## src/rtl/btb_pkg.sv

```systemverilog
package btb_pkg;
  // Width of a thread-ID field: at least one bit even for a single thread.
  function automatic int tid_width(input int threads);
    return (threads > 1) ? $clog2(threads) : 1;
  endfunction

  // log2 of the thread count; zero for a single thread.
  function automatic int thr_log2(input int threads);
    return (threads > 1) ? $clog2(threads) : 0;
  endfunction

  function automatic bit is_pow2(input int n);
    return (n > 0) && ((n & (n - 1)) == 0);
  endfunction
endpackage

```

## src/rtl/btb_hash.sv

```systemverilog
module btb_hash #(
  parameter int ENTRIES = 16,
  parameter int TAG_W   = 8,
  parameter int THREADS = 4,
  localparam int IDX_W  = $clog2(ENTRIES),
  localparam int TID_W  = btb_pkg::tid_width(THREADS),
  localparam int THR_LG = btb_pkg::thr_log2(THREADS),
  localparam int SH     = IDX_W - THR_LG
) (
  input  logic [IDX_W+TAG_W-1:0] word_bits,  // address already shifted by the alignment
  input  logic [TID_W-1:0]       tid,
  output logic [IDX_W-1:0]       idx,
  output logic [TAG_W-1:0]       tag
);
  logic [IDX_W+TID_W-1:0] tid_wide;

  always_comb begin
    tid_wide = {{IDX_W{1'b0}}, tid} << SH;
    idx      = word_bits[IDX_W-1:0] ^ tid_wide[IDX_W-1:0];
    tag      = word_bits[IDX_W +: TAG_W];
  end
endmodule

```

## src/rtl/btb_store.sv

```systemverilog
module btb_store #(
  parameter int ENTRIES = 16,
  parameter int TAG_W   = 8,
  parameter int TGT_W   = 32,
  parameter int THREADS = 4,
  localparam int IDX_W  = $clog2(ENTRIES),
  localparam int TID_W  = btb_pkg::tid_width(THREADS)
) (
  input  logic             clk,
  input  logic             rst_n,
  input  logic             we,
  input  logic [IDX_W-1:0] widx,
  input  logic [TAG_W-1:0] wtag,
  input  logic [TID_W-1:0] wtid,
  input  logic [TGT_W-1:0] wtgt,
  input  logic [IDX_W-1:0] ridx,
  output logic             rvalid,
  output logic [TAG_W-1:0] rtag,
  output logic [TID_W-1:0] rtid,
  output logic [TGT_W-1:0] rtgt
);
  logic [ENTRIES-1:0] valid_q;
  logic [TAG_W-1:0]   tag_q [ENTRIES];
  logic [TID_W-1:0]   tid_q [ENTRIES];
  logic [TGT_W-1:0]   tgt_q [ENTRIES];

  // Valid bits reset; payload arrays do not.
  always_ff @(posedge clk) begin
    if (!rst_n) valid_q <= '0;
    else if (we) valid_q[widx] <= 1'b1;
  end

  genvar e;
  generate
    for (e = 0; e < ENTRIES; e++) begin : g_ent
      always_ff @(posedge clk) begin
        if (rst_n && we && (widx == IDX_W'(e))) begin
          tag_q[e] <= wtag;
          tid_q[e] <= wtid;
          tgt_q[e] <= wtgt;
        end
      end
    end
  endgenerate

  // Asynchronous read of registered state: old contents during a write.
  always_comb begin
    rvalid = valid_q[ridx];
    rtag   = tag_q[ridx];
    rtid   = tid_q[ridx];
    rtgt   = tgt_q[ridx];
  end


  wr_sets_valid_chk: assert property (@(posedge clk) disable iff (!rst_n)
    we |=> valid_q[$past(widx)]);


  idle_keeps_valid_chk: assert property (@(posedge clk) disable iff (!rst_n)
    (!we && $past(rst_n)) |=> $stable(valid_q));


  reset_clears_chk: assert property (@(posedge clk)
    !rst_n |=> (valid_q == '0));
endmodule

```

## src/rtl/btb_mt.sv

```systemverilog
module btb_mt #(
  parameter int ENTRIES  = 16,
  parameter int TAG_W    = 8,
  parameter int ALIGN_SH = 2,
  parameter int THREADS  = 4,
  parameter int PC_W     = 32,
  parameter int TGT_W    = 32,
  localparam int IDX_W   = $clog2(ENTRIES),
  localparam int TID_W   = btb_pkg::tid_width(THREADS),
  localparam int SLICE_W = IDX_W + TAG_W
) (
  input  logic             clk,
  input  logic             rst_n,
  input  logic [PC_W-1:0]  lk_pc,
  input  logic [TID_W-1:0] lk_tid,
  output logic             lk_hit,
  output logic [TGT_W-1:0] lk_tgt,
  input  logic             upd_valid,
  input  logic [PC_W-1:0]  upd_pc,
  input  logic [TID_W-1:0] upd_tid,
  input  logic [TGT_W-1:0] upd_tgt
);
  generate
    if (!btb_pkg::is_pow2(ENTRIES)) begin : g_bad_entries
      $error("btb_mt: ENTRIES must be a power of two");
    end
    if (THREADS > ENTRIES) begin : g_bad_threads
      $error("btb_mt: THREADS must not exceed ENTRIES");
    end
    if (ALIGN_SH + SLICE_W > PC_W) begin : g_bad_width
      $error("btb_mt: PC_W too narrow for alignment, index and tag");
    end
  endgenerate

  logic [IDX_W-1:0] lk_idx, up_idx;
  logic [TAG_W-1:0] lk_tag, up_tag;

  btb_hash #(.ENTRIES(ENTRIES), .TAG_W(TAG_W), .THREADS(THREADS)) u_lk_hash (
    .word_bits (lk_pc[ALIGN_SH +: SLICE_W]),
    .tid       (lk_tid),
    .idx       (lk_idx),
    .tag       (lk_tag)
  );

  btb_hash #(.ENTRIES(ENTRIES), .TAG_W(TAG_W), .THREADS(THREADS)) u_up_hash (
    .word_bits (upd_pc[ALIGN_SH +: SLICE_W]),
    .tid       (upd_tid),
    .idx       (up_idx),
    .tag       (up_tag)
  );

  logic             e_valid;
  logic [TAG_W-1:0] e_tag;
  logic [TID_W-1:0] e_tid;
  logic [TGT_W-1:0] e_tgt;

  btb_store #(.ENTRIES(ENTRIES), .TAG_W(TAG_W), .TGT_W(TGT_W), .THREADS(THREADS)) u_store (
    .clk    (clk),
    .rst_n  (rst_n),
    .we     (upd_valid),
    .widx   (up_idx),
    .wtag   (up_tag),
    .wtid   (upd_tid),
    .wtgt   (upd_tgt),
    .ridx   (lk_idx),
    .rvalid (e_valid),
    .rtag   (e_tag),
    .rtid   (e_tid),
    .rtgt   (e_tgt)
  );

  always_comb begin
    lk_hit = e_valid && (e_tag == lk_tag) && (e_tid == lk_tid);
    lk_tgt = lk_hit ? e_tgt : '0;
  end


  upd_then_hit_chk: assert property (@(posedge clk) disable iff (!rst_n)
    upd_valid |=> (((lk_pc == $past(upd_pc)) && (lk_tid == $past(upd_tid)))
                   -> (lk_hit && (lk_tgt == $past(upd_tgt)))));


  no_hit_after_reset_chk: assert property (@(posedge clk) disable iff (!rst_n)
    $rose(rst_n) |-> !lk_hit);
endmodule

```

## config.mk

```make
export PLATFORM = sky130hd
export DESIGN_NAME = btb_mt
export DESIGN_NICKNAME = d
export VERILOG_FILES = /design/src/rtl/btb_pkg.sv /design/src/rtl/btb_hash.sv /design/src/rtl/btb_store.sv /design/src/rtl/btb_mt.sv
export SDC_FILE = /design/constraint.sdc
export NUM_CORES = 1
export LEC_CHECK = 0
export ABC_AREA = 1
export BUFFER_PORTS_ARGS = -buffer_cell sky130_fd_sc_hd__buf_2
export CAP_MARGIN = 20
export CORE_ASPECT_RATIO = 1.2
export CORE_MARGIN = 4
export CORE_UTILIZATION = 61
export DETAILED_ROUTE_END_ITERATION = 8
export HOLD_SLACK_MARGIN = 0.05
export PLACE_DENSITY = 0.84
export SLEW_MARGIN = 20
export SYNTH_ARGS = -nofsm -noshare
export SYNTH_HDL_FRONTEND = slang
export SYNTH_SLANG_ARGS = --single-unit
```

## constraint.sdc

```tcl
create_clock -name clk -period 4.84 [get_ports clk]
set_clock_uncertainty 0.1 [all_clocks]
set_input_delay 0.968 -clock clk [delete_from_list [all_inputs] [get_ports clk]]
set_output_delay 0.968 -clock clk [all_outputs]
set_load 0.03 [all_outputs]
```

== Word level (Yosys, flattened, before mapping) ==
Memory sizes are Yosys's and may differ from the RTL's.
Cells that the tools add are included.

* Add/subtract/negate cells: 0
* Multiply operators: 0
* Divide/modulo/power cells: 0
* Magnitude comparators: 3
* Eq/ne operators: 17
* Shift-type cells: 0
* Muxes and demuxes: 172
* Bitwise operators: 3
* Reductions and logical operators: 66

{| class="wikitable"
|+ Operators with widths
! kind !! count
|-
| $mux 32 || 16
|-
| $reduce_or 32->1 || 15
|-
| $mux 4 || 45
|-
| $mux 8 || 15
|-
| $reduce_or 8->1 || 15
|-
| $mux 1 || 79
|-
| $eq 4x4->1 const B || 8
|-
| $mux 2 || 15
|-
| $reduce_or 2->1 || 15
|-
| $logic_and 1x1->1 || 20
|-
| $eq 4x3->1 const B || 4
|-
| $or 16x16->16 || 1
|-
| $lt 4x5->1 const B || 2
|-
| $eq 4x2->1 const B || 2
|-
| $eq 8x8->1 || 1
|-
| $xor 4x4->4 || 2
|-
| $bmux 1 s4 || 1
|-
| $demux 1 s4 || 1
|-
| $eq 4x1->1 const B || 1
|-
| $ge 4x1->1 const B || 1
|-
| $logic_not 4->1 || 1
|-
| $eq 2x2->1 || 1
|}

* Flip-flop bits (word level): 16
* Bits in latches: 0
* Memory bits (writable): 672
* ROM bits: 0
* Input bits: 103
* Output and inout port bits: 33
* Memories: 3

{| class="wikitable"
|+ Memories
! name !! words !! bits a word !! rd ports !! clocked after Yosys merged registers in !! write ports !! RTL line !! text
|-
| u_store.tgt_q || 16 || 32 || 1 || 0 || 1 || btb_store.sv:25 || <nowiki>logic [TGT_W-1:0] tgt_q [ENTRIES];</nowiki>
|-
| u_store.tag_q || 16 || 8 || 1 || 0 || 1 || btb_store.sv:23 || <nowiki>logic [TAG_W-1:0] tag_q [ENTRIES];</nowiki>
|-
| u_store.tid_q || 16 || 2 || 1 || 0 || 1 || btb_store.sv:24 || <nowiki>logic [TID_W-1:0] tid_q [ENTRIES];</nowiki>
|}

== Depth between registers and ports, before layout ==
* Word-level depth: 21
* Depth in mapped cells: 17

== Cells and area by module ==
A second synthesis with hierarchy kept.

* Cell total of the unflattened synthesis: 2981
* Area, all modules: 30194.0 µm²

{| class="wikitable"
|+ By module, submodules not included
! module !! times used !! cells an instance !! area each (µm²) !! seq. area each (µm²)
|-
| btb_store || 1 || 2818 || 29366.9 || 20499.7
|-
| btb_mt || 1 || 123 || 601.8 || 0.0
|-
| btb_hash || 2 || 20 || 112.6 || 0.0
|}

== Worst setup path after synthesis ==
No wires, ideal clock.

* Path kind: input to output
* Start point: input lk_pc[2]
* End point: output lk_tgt[1]
* Data arrival time: 2713 ps
* Required time: 3772 ps
* Setup slack: 1059 ps
* Stages on the path: 12
* Buffers on the path: 5
* Cell sequence: buf_4 -> inv_2 -> buf_4 -> buf_4 -> buf_4 -> buf_2 -> nand2_1 -> a221oi_1 -> nor2_1 -> nand2_1 -> o31ai_1 -> nor2_1

* Word-level cells in the longest chain between the ends: 6
* Elaborated cells between the ends (all ways): 11
* Those cells by class: eq/ne: 2; mux: 3; bitwise: 1; reduce/logical: 2; memory: 3

{| class="wikitable"
|+ RTL lines
! element !! RTL line !! text
|-
| start, declared || btb_mt.sv:14 || <nowiki>input logic [PC_W-1:0] lk_pc,</nowiki>
|-
| $xor 4x4->4 (*) || btb_hash.sv:19 || <nowiki>idx = word_bits[IDX_W-1:0] ^ tid_wide[IDX_W-1:0];</nowiki>
|-
| $mem_v2 16x8 / $bmux 1 s4 (equally long branches) || - ||
|-
| $eq 8x8->1 / $mux 1 (equally long branches) || btb_mt.sv:73, btb_store.sv:48 ||
|-
| $logic_and 1x1->1 (2 in a row) || btb_mt.sv:73 || <nowiki>lk_hit = e_valid && (e_tag == lk_tag) && (e_tid == lk_tid);</nowiki>
|-
| $mux 32 (*) || btb_mt.sv:74 || <nowiki>lk_tgt = lk_hit ? e_tgt : '0;</nowiki>
|-
| end, declared || btb_mt.sv:17 || <nowiki>output logic [TGT_W-1:0] lk_tgt,</nowiki>
|}

Mark *: on every way between the ends. The rest lies on a longest branch, timed or not. The select of a mux whose other input is x is not followed.

== Final worst setup path ==
* Start point: input lk_pc[3]
* End point: output lk_tgt[27]

The elaborated chain is that of the path after synthesis.

==> metrics.txt <==
status finished clean; Die Wd 202 µm; Wirelength per Cell 23.3 µm; vias in the first global route 17900; register area 20500 µm²; cell depth of the worst flop-to-flop path 2; startpoint types input port; reg2reg start u_store.valid_q[11]; Final #Nets 2299; Synth cell types 26; most numerous cell in the Yosys netlist edfxtp_1; TritonCTS Buffers 60; WP data arrival 3.63 ns; Synth Area in Simple Gates 10.7%; IO Port Bufs 95; antenna violations before repair 5; total gr overflow 0; Area Growth Syn to Fin 11.4%; post_cts resized 0; CP top delay family buffers and inverters; sequential share of the synthesized area 74.3%; setup TNS 0 ns; Post-Synthesis Cells 2133; adder-cell share of the synthesized area 0%; hold endpoint u_store.valid_q[14]; Critical Path, Cell by Cell buf_4 -> buf_12 -> o21ai_0 -> o211ai_1 -> nand3_1 -> nand3_1 -> nand2_1 -> nor2_1 -> nand3_4 -> buf_4 -> nor2_2 -> buf_2; Post-CTS Setup Repair Bufs 0; Tmin final 4.69 ns; wire length of the first global-routing pass 99700 µm; Mapped Area 27600 µm²; root buffer cell clkbuf_16; max_slew headroom 41.5%; CTS tree yes; hpwl dp 34100 µm; row count 85; largest family of logic cells by synthesized area compound AO/OA/AOI/OAI gates; # setup viols final 0; Die Y 241 µm; LEAKAGE 10.7 nW; multiplexer share of the synthesized area 0%; clk_lat worst skew 0.63 ns; ys flop type edfxtp_1; DR pass1 iterations 6; asr flop ratio synth 0%; CTS max path bufs 3; largest net degree at the start of global routing 143; EDFF count, synth 672; Yosys top cell area share 73.1%; Syn Nets 2236; post-layout utilization of the core 68.6%; Reg clk slew, reported paths 0.06 ns; dominant cell type by area after synthesis edfxtp_1; Post-Synth XOR/XNOR Area 0.213%; Synth Area in Compound Gates 10.8%; Sink Count 688; Starting Density 61.6%; Hold Vio Cnt, Final 0; Yosys warnings 0; DRT iter0 DRCs 2639; Yosys reg bits 688; Pwr Density 393 nW/µm²; critical path class in -> out; Worst Setup End Kind output pin; Hold Crit Start u_store.valid_q[14]; final period utilization 97.0%; Tightest Pin Transition 0.878 ns; FF-to-FF End u_store.valid_q[11]; Hold Path Depth 2; drt via density 6.41; Crit-path slowest cell buf_12; CORE AREA 44800 µm²; Final ANT Viol Nets 0; unrepaired setup endpoints after global routing no; total track usage 26.5%; number of hold buffers added after CTS 0; Final Max Slew Viols 0; Die ar. 48700 µm²; syn_area_per_cell 12.9 µm²; Final Wtd Congestion 0.780; Multi-input gate area 6140 µm²; io pins 136; synth cell count leaders 672 x edfxtp_1, 498 x nand2_1, 259 x a21oi_1; Fillers 2793; H-tree levels 2; # DRC 0; Worst EP required 3.77 ns; proportion of layout cells with a drive suffix above 1 12.6%; slowest stage delay, CP 0.47 ns; Max Cap Viol 0; min-delay worst type reg -> reg; maximum vdd drop 0.329 mV; Total Wirelength 66600 µm; worst-path fanout max 113; fmax 213 MHz; DR vias 18300; R2R Setup Slk 4.10 ns; Synth area leaders edfxtp_1 73%, nand2_1 6.8%, a21oi_1 4.7%; sum of buffers and inverters on the critical path 4
-- per-layer routing --
metal	wire, µm	up-vias	track usage [%]	part of all wire (%)
li1	-	7969	-	-
met1	24100	8849	35.0	36
met2	32700	1300	43.7	49
met3	7310	208	5.38	11
met4	2450	4	11.8	3.7
met5	29	-	0	0.044
-- report_power, final --
group / switching, mW / internal [mW]
clock: 2.08 / 2.45
combinational: 0.634 / 0.247
sequential: 0.0245 / 6.63
-- final cells by class --
type                       count  share of cell area (%)
inverter                      95                    1.20
antenna                        6                  0.0489
timing repair buffer         146                    3.57
tap                          609                    2.48
multi-input combinational   1205                    20.0
clock buffer                  74                    5.06
clock inverter                38                   0.957
sequential                   688                    66.7
-- cell usage in the layout (no fill, tap or decap), types with 14 or more instances in the layout --
master,Yosys,routed
edfxtp_1,672,672
nand2_1,498,498
a21oi_1,259,259
a221oi_1,128,128
nand3_1,106,106
buf_2,80,93
inv_1,92,91
nor2_1,91,75
clkbuf_16,0,60
buf_4,8,34
o31ai_1,32,32
nor2_2,31,31
o21ai_0,23,23
buf_12,0,18
nor2_4,0,16
dfxtp_1,16,16
o211ai_1,15,15
clkinv_2,0,15
clkinv_1,1,14
clkbuf_1,45,14
-- tightest hold or removal path: stages, from the launching register on --
cell	delay (ns)
dfxtp_1	0.33
nand2_1	0.04
o21ai_0	0.06
-- sequential cells by signal, summed over array words and instances, names as in the netlist --
name             cells
u_store.tag_q      128
u_store.valid_q     16
u_store.tid_q       32
u_store.tgt_q      512
-- worst max-delay path by stage --
stage | endpoint | cells past startpoint | startpoint
global placement | lk_tgt[2] | 16 | lk_pc[2]
CTS | lk_tgt[2] | 12 | lk_pc[3]
detailed placement | lk_tgt[27] | 12 | lk_pc[3]
floorplan | lk_tgt[1] | 12 | lk_pc[2]
finish | lk_tgt[27] | 12 | lk_pc[3]
global route | lk_tgt[27] | 16 | lk_pc[2]
-- kinds of logic after synthesis --
kind of cell | Yosys count
buffers and inverters | 240
AO/OA/AOI/OAI | 471
flip-flops | 688
XOR/XNOR | 5
AND/OR/NAND/NOR | 729
-- through the flow --
stage               worst slack (ns)  instances  area, µm²  total power [mW]  hold WS (ns)
floorplan                       1.06       2133      27600              7.32         0.323
global placement               0.440       2743      28900              7.60         0.336
detailed placement             0.334       2743      28900              7.64         0.355
CTS                            0.235       2855      30700              12.1         0.370
global route                  0.0687       2856      30700              12.4         0.406
finish                         0.147       2861      30700              12.1         0.370
(Power assumes the default switching activity.)
